<file path="config.mk">
export PLATFORM = sky130hd
export DESIGN_NAME = plat_pwr_ctrl
export DESIGN_NICKNAME = d
export VERILOG_FILES = /design/src/rtl/ppc_pkg.sv /design/src/rtl/ppc_sync.sv /design/src/rtl/ppc_mscnt.sv /design/src/rtl/plat_pwr_ctrl.sv
export SDC_FILE = /design/constraint.sdc
export NUM_CORES = 1
export LEC_CHECK = 0
export BUFFER_PORTS_ARGS = -buffer_cell sky130_fd_sc_hd__buf_2
export CORE_MARGIN = 4
export CORE_UTILIZATION = 60
export DETAILED_ROUTE_END_ITERATION = 7
export GPL_TIMING_DRIVEN = 0
export PLACE_DENSITY = 0.79
export SYNTH_ARGS = -nofsm -noshare
export SYNTH_HDL_FRONTEND = slang
export SYNTH_SLANG_ARGS = --single-unit
</file>
<file path="constraint.sdc">
create_clock -name clk -period 4.65 [get_ports clk]
set_clock_uncertainty 0.15 [all_clocks]
set_input_delay 0.2325 -clock clk [delete_from_list [all_inputs] [get_ports clk]]
set_output_delay 0.2325 -clock clk [all_outputs]
set_load 0.01 [all_outputs]
</file>
<file path="src/rtl/ppc_pkg.sv">
package ppc_pkg;

   typedef enum logic [3:0] {
      PS_G3   = 4'd0,
      PS_S5   = 4'd1,
      PS_S3   = 4'd2,
      PS_S0   = 4'd3,
      PS_G3S5 = 4'd4,
      PS_S5S3 = 4'd5,
      PS_S3S0 = 4'd6,
      PS_S0S3 = 4'd7,
      PS_S3S5 = 4'd8,
      PS_S5G3 = 4'd9
   } pstate_e;

   typedef enum logic [2:0] {
      PH_ENTRY,
      PH_PULSE,
      PH_IMAGE,
      PH_SEQ,
      PH_PGWAIT
   } phase_e;

   typedef enum logic [1:0] {
      TBL_S5S3 = 2'd0,
      TBL_S3S0 = 2'd1,
      TBL_S0S3 = 2'd2,
      TBL_S3S5 = 2'd3
   } table_e;

   function automatic table_e tbl_of(input pstate_e s);
      case (s)
         PS_S3S0: return TBL_S3S0;
         PS_S0S3: return TBL_S0S3;
         PS_S3S5: return TBL_S3S5;
         default: return TBL_S5S3;
      endcase
   endfunction

endpackage

</file>
<file path="src/rtl/ppc_sync.sv">
module ppc_sync #(
   parameter int unsigned W      = 2,
   parameter int unsigned STAGES = 2
) (
   input  logic         clk,
   input  logic         rst_n,
   input  logic [W-1:0] d,
   output logic [W-1:0] q
);
   if (STAGES == 0) begin : g_bypass
      assign q = d;
   end else begin : g_chain
      logic [W-1:0] r [STAGES];
      always_ff @(posedge clk or negedge rst_n) begin
         if (!rst_n) begin
            for (int i = 0; i < STAGES; i++) r[i] <= '0;
         end else begin
            r[0] <= d;
            for (int i = 1; i < STAGES; i++) r[i] <= r[i-1];
         end
      end
      assign q = r[STAGES-1];
   end
endmodule

</file>
<file path="src/rtl/ppc_mscnt.sv">
module ppc_mscnt #(
   parameter int unsigned MAXV = 100,
   parameter int unsigned CW   = $clog2(MAXV + 1)
) (
   input  logic          clk,
   input  logic          rst_n,
   input  logic          clr,
   input  logic          tick,
   output logic [CW-1:0] cnt
);
   localparam logic [CW-1:0] LIMIT = CW'(MAXV);

   always_ff @(posedge clk or negedge rst_n) begin
      if (!rst_n)                    cnt <= '0;
      else if (clr)                  cnt <= '0;
      else if (tick && cnt != LIMIT) cnt <= cnt + 1'b1;
   end
endmodule

</file>
<file path="src/rtl/plat_pwr_ctrl.sv">
module plat_pwr_ctrl
   import ppc_pkg::*;
#(
   parameter int unsigned PG_TMO_MS   = 100,
   parameter int unsigned PULSE_MS    = 50,
   parameter int unsigned SYNC_STAGES = 2
) (
   input  logic       clk,
   input  logic       rst_n,
   input  logic       tick_ms,
   input  logic       pg_in,
   input  logic       awake_in,
   input  logic       force_req,
   input  logic       on_req,
   input  logic       primary_img,
   input  logic       warm_start,
   input  logic       stay_off,
   input  logic       seq_done,
   output logic       seq_start,
   output logic [1:0] seq_sel,
   output logic       pmic_en,
   output logic       self_rst_req,
   output logic [3:0] state_o,
   output logic       run_flag
);
   localparam int unsigned CMAX = (PG_TMO_MS > PULSE_MS) ? PG_TMO_MS : PULSE_MS;
   localparam int unsigned CW   = $clog2(CMAX + 1);
   localparam int unsigned BW   = $clog2(SYNC_STAGES + 1) + 1;

   if (PG_TMO_MS < 1 || PULSE_MS < 1) begin : g_bad_time
      $error("plat_pwr_ctrl: PG_TMO_MS and PULSE_MS must be at least 1");
   end
   if (SYNC_STAGES > 4) begin : g_bad_sync
      $error("plat_pwr_ctrl: SYNC_STAGES must not exceed 4");
   end

   logic pg_s, awake_s;
   ppc_sync #(.W(2), .STAGES(SYNC_STAGES)) u_sync (
      .clk   (clk),
      .rst_n (rst_n),
      .d     ({pg_in, awake_in}),
      .q     ({pg_s, awake_s})
   );

   pstate_e st_q, st_d;
   phase_e  ph_q, ph_d;
   table_e  sel_q, sel_d;
   logic    force_q, force_d, onpend_q, onpend_d, run_q, run_d;
   logic    pmic_q, pmic_d, srst_q, srst_d, start_q, start_d;
   logic    boot_act;
   logic [BW-1:0] boot_cnt;
   logic [CW-1:0] cnt;
   logic    cnt_clr, boot_ready, pulse_done, pg_tmo;

   ppc_mscnt #(.MAXV(CMAX), .CW(CW)) u_cnt (
      .clk   (clk),
      .rst_n (rst_n),
      .clr   (cnt_clr),
      .tick  (tick_ms),
      .cnt   (cnt)
   );

   assign boot_ready = (boot_cnt == BW'(SYNC_STAGES));
   assign pulse_done = (cnt >= CW'(PULSE_MS));
   assign pg_tmo     = (cnt >= CW'(PG_TMO_MS));
   assign cnt_clr    = (st_d != st_q) || (ph_d != ph_q);

   always_comb begin
      st_d     = st_q;
      ph_d     = ph_q;
      sel_d    = sel_q;
      force_d  = force_q | force_req;
      onpend_d = onpend_q;
      run_d    = run_q;
      pmic_d   = pmic_q;
      srst_d   = srst_q;
      start_d  = 1'b0;
      if (boot_act) begin
         force_d = 1'b0;
         if (boot_ready) begin
            if (warm_start && pg_s && awake_s) begin
               st_d  = PS_S0;
               run_d = 1'b1;
            end else if (!warm_start && !stay_off) begin
               onpend_d = 1'b1;
            end
         end
      end else begin
         case (st_q)
            PS_G3:
               if (onpend_q || on_req) st_d = PS_G3S5;
            PS_G3S5: begin
               case (ph_q)
                  PH_ENTRY: begin
                     force_d  = 1'b0;
                     onpend_d = 1'b0;
                     if (!pg_s) begin
                        pmic_d = 1'b1;
                        ph_d   = PH_PULSE;
                     end else begin
                        ph_d   = PH_IMAGE;
                     end
                  end
                  PH_PULSE:
                     if (pulse_done) begin
                        pmic_d = 1'b0;
                        ph_d   = PH_IMAGE;
                     end
                  PH_IMAGE:
                     if (!primary_img) srst_d = 1'b1;
                     else              ph_d   = PH_PGWAIT;
                  PH_PGWAIT:
                     if (pg_s)        st_d = PS_S5;
                     else if (pg_tmo) st_d = PS_G3;
                  default: ph_d = PH_ENTRY;
               endcase
            end
            PS_S5:
               if (!force_q) begin
                  st_d = PS_S5S3;
               end else if (pg_s) begin
                  pmic_d = 1'b0;
               end else begin
                  pmic_d = 1'b1;
                  st_d   = PS_S5G3;
               end
            PS_S3:
               if (!pg_s || force_q) st_d = PS_S3S5;
               else if (awake_s)     st_d = PS_S3S0;
            PS_S0:
               if (!pg_s || force_q || !awake_s) st_d = PS_S0S3;
            PS_S5S3, PS_S3S0, PS_S0S3, PS_S3S5: begin
               case (ph_q)
                  PH_ENTRY: begin
                     start_d = 1'b1;
                     sel_d   = tbl_of(st_q);
                     ph_d    = PH_SEQ;
                  end
                  PH_SEQ:
                     if (seq_done && !start_q) begin
                        case (st_q)
                           PS_S5S3: st_d = PS_S3;
                           PS_S3S0: ph_d = PH_PGWAIT;
                           PS_S0S3: begin
                              st_d  = PS_S3;
                              run_d = 1'b0;
                           end
                           default: st_d = PS_S5;
                        endcase
                     end
                  PH_PGWAIT:
                     if (pg_s) begin
                        st_d  = PS_S0;
                        run_d = 1'b1;
                     end else if (pg_tmo) begin
                        force_d = 1'b1;
                        st_d    = PS_S0S3;
                     end
                  default: ph_d = PH_ENTRY;
               endcase
            end
            PS_S5G3: st_d = PS_G3;
            default: st_d = PS_G3;
         endcase
         if (st_d != st_q) ph_d = PH_ENTRY;
      end
   end

   always_ff @(posedge clk or negedge rst_n) begin
      if (!rst_n) begin
         st_q     <= PS_G3;
         ph_q     <= PH_ENTRY;
         sel_q    <= TBL_S5S3;
         force_q  <= 1'b0;
         onpend_q <= 1'b0;
         run_q    <= 1'b0;
         pmic_q   <= 1'b0;
         srst_q   <= 1'b0;
         start_q  <= 1'b0;
         boot_act <= 1'b1;
         boot_cnt <= '0;
      end else begin
         st_q     <= st_d;
         ph_q     <= ph_d;
         sel_q    <= sel_d;
         force_q  <= force_d;
         onpend_q <= onpend_d;
         run_q    <= run_d;
         pmic_q   <= pmic_d;
         srst_q   <= srst_d;
         start_q  <= start_d;
         if (boot_act) begin
            if (boot_ready) boot_act <= 1'b0;
            else            boot_cnt <= boot_cnt + 1'b1;
         end
      end
   end

   assign state_o      = st_q;
   assign seq_start    = start_q;
   assign seq_sel      = sel_q;
   assign pmic_en      = pmic_q;
   assign self_rst_req = srst_q;
   assign run_flag     = run_q;

endmodule

</file>
==> results.ini <==
[floorplanning]
initial_core_util_pct=64.86
io_pins=21
die_h_um=69.23
rows=21
core_um2=3468
die_w_um=69.23
die_area_um2=4793

[sta]
fmax_mhz=322.5
setup_ws_ps=1549
rsz0062_at_grt=false
min_period_ps=3101
setup-tns-final_ps=0
hold_viol_final=0
max-slew-margin-rel_pct=48.07
fin_crit_sh_pct=66.68
holdWs_ps=136.0
setup_violations=0
tightest_slew_ps=772.6
final_max_slew_viol_count=0

[placement]
hpwl_mm=4.140
placedInstanceArea_um2=2407
port_buffers=20
gp_congestion=1.016
post-place-ws_ps=1625

[critical_path]
startpoint_type=register
path_cells=buf_2, and3b_1, o31ai_1, nor4b_2, nand4_2, nor4_2, nor4_1
r2r_start=state_o[0]$_DFF_PN0_
crit_type=register to register
worst_path_dominant_cell_family=simple AND/OR/NAND/NOR gates
critical_path_required_ps=4640
r2r_end=u_cnt.cnt[6]$_DFFE_PN0P_
crit_arrival_ps=3090
ff2ff_setup_slack_ps=1550
cp-end-kind=register
cp_max_fo=10
cp.buffers_inverters=1
cpPeakStageDelay_ps=770
slowest_stage=nor4_2
r2r_cells=7

[clock_network]
worstSkewPairLatency_ps=290
root_buffer=clkbuf_8
htree_num_levels=2
cts_resized=0
cts_tree=yes
cts_setup_buffers=0
clkTransAtPathRegs_ps=80
clock_sinks=30
numCtsBuffers=5
clock_path_buffers=2

[flow_run]
drv_cap=0

[synth]
ys_ff_latch=30
syn_nets=276
synth.avg_cell_area_um2=8.619
synth_edf_count=0
syn_inst=261
syn_area_um2=2250
synth_ff_type=dfrtp_1
ys_types=64
yosys_warnings=0
ys_seq_area_share_pct=33.43
synthArstFlopShare_pct=100.0

[global_routing]
overflow=0
grt_pass1_wl_mm=10.03
gr-usage-all-layers_pct=25.37
grt_max_degree=31
antenna_found_initial=0
grt_pass1_vias=2059

[route]
vias_per_cell=6.474
dr_total_vias=2201
dr.pass1.iters=5
drc=0
avgRoutedWirePerCell_um=17.44
first_iter_violations=365
ant_nets=0
wl_mm=5.930

[power_and_ir_drop]
power.density_nw_per_um2=416.2
vdd.ir_drop.worst_uv=258.1
p_leak_nw=1.107

[hold_path]
hold_start=force_req
hold_depth=3
hold_class=input pin to register
whs_endpoint=force_q$_DFF_PN0_

[cells_and_area]
area_delta_synth_final_pct=14.29
final_common_cell=dfrtp_1
fin_area_um2=2571
fillCellCount=269
final_cell_mix=dfrtp_1, buf_2, nor2_1, nand2_1, a21oi_1
final_core_util_pct=74.13
layout-drive-gt1-share_pct=18.03
nNetsFinal=308
diodes=0

[outcome]
status=completed

sequential cells by signal (all words and copies together) (netlist names), 2 cells and up:
register / count
boot_cnt: 3
ph_q: 3
u_sync.q: 2
seq_sel: 2
u_sync.g_chain.r: 2
state_o: 4
u_cnt.cnt: 7
cell families after synthesis:
logic type / count (synthesis) / share of synthesized area, %
XOR/XNOR: 7 / 2.725
buffers and inverters: 31 / 6.118
multiplexers: 1 / 0.4450
AO/OA/AOI/OAI: 80 / 25.75
flip-flops: 30 / 33.43
AND/OR/NAND/NOR: 108 / 29.31
adder cells (fa/ha/maj): 4 / 2.225
synthesized netlist by cell type (6+ instances only):
cell type | count | area [µm²]
a21o_1 | 6 | 45.04
a21oi_1 | 14 | 70.07
a31oi_1 | 6 | 37.54
clkbuf_1 | 9 | 33.78
dfrtp_1 | 29 | 725.7
inv_1 | 13 | 48.80
nand2_1 | 20 | 75.07
nor2_1 | 22 | 82.58
nor2b_1 | 6 | 37.54
nor4_1 | 11 | 68.82
o21ai_0 | 12 | 60.06
worst max-delay path by stage:
stage / from / endpoint / cells after the start
floorplan: state_o[0]$_DFF_PN0_ / u_cnt.cnt[0]$_DFFE_PN0P_ / 8
global placement: u_sync.q[1]$_DFF_PN0_ / u_cnt.cnt[4]$_DFFE_PN0P_ / 8
detailed placement: u_sync.q[1]$_DFF_PN0_ / u_cnt.cnt[4]$_DFFE_PN0P_ / 8
CTS: u_sync.q[1]$_DFF_PN0_ / u_cnt.cnt[6]$_DFFE_PN0P_ / 8
global route: u_sync.q[1]$_DFF_PN0_ / u_cnt.cnt[6]$_DFFE_PN0P_ / 8
finish: state_o[0]$_DFF_PN0_ / u_cnt.cnt[6]$_DFFE_PN0P_ / 7
per-stage QoR:
step / power [mW] / cells
final: 1.070 / 340
after global routing: 1.132 / 340
after CTS: 1.059 / 340
after detailed placement: 0.7845 / 327
after global placement: 0.7813 / 327
after floorplan: 0.6707 / 261
routing by layer:
layer	share of wire, %	wire (µm)	GRT usage (%)
met5	0	0	0
met4	2.6	153	10.85
met2	45	2690	38.03
met3	8.2	487	6.667
met1	44	2598	34.46
repair_timing:
item	CTS	global route
endpoints found under the setup margin	0	0
hold buffers	5	0
endpoints found under the hold margin	32	0
power breakdown:
group / total, mW / switching [mW] / internal (mW)
clock network: 0.274 / 0.115 / 0.159
logic: 0.461 / 0.285 / 0.176
registers: 0.334 / 0.0374 / 0.297
cell type report:
type | instances | area (µm²) | share of cell area, %
Sequential cell | 30 | 752.0 | 29.25
Buffer | 18 | 88.84 | 3.455
Tap cell | 46 | 57.56 | 2.238
Clock buffer | 5 | 68.82 | 2.676
Inverter | 13 | 48.80 | 1.898
Clock inverter | 3 | 45.04 | 1.752
Multi-Input combinational cell | 200 | 1360 | 52.90
Timing Repair Buffer | 25 | 150.1 | 5.839
worst reg2reg max path, delay by kind of cell (launching register included):
| family | cells | cell delay, ps |
|---|---|---|
| and+or+nand+nor | 5 | 1610 |
| buffers and inverters | 1 | 280 |
| DFF | 1 | 510 |
| AOI/OAI and AO/OA | 1 | 410 |
Note: power is estimated with default switching activity, not from simulation.
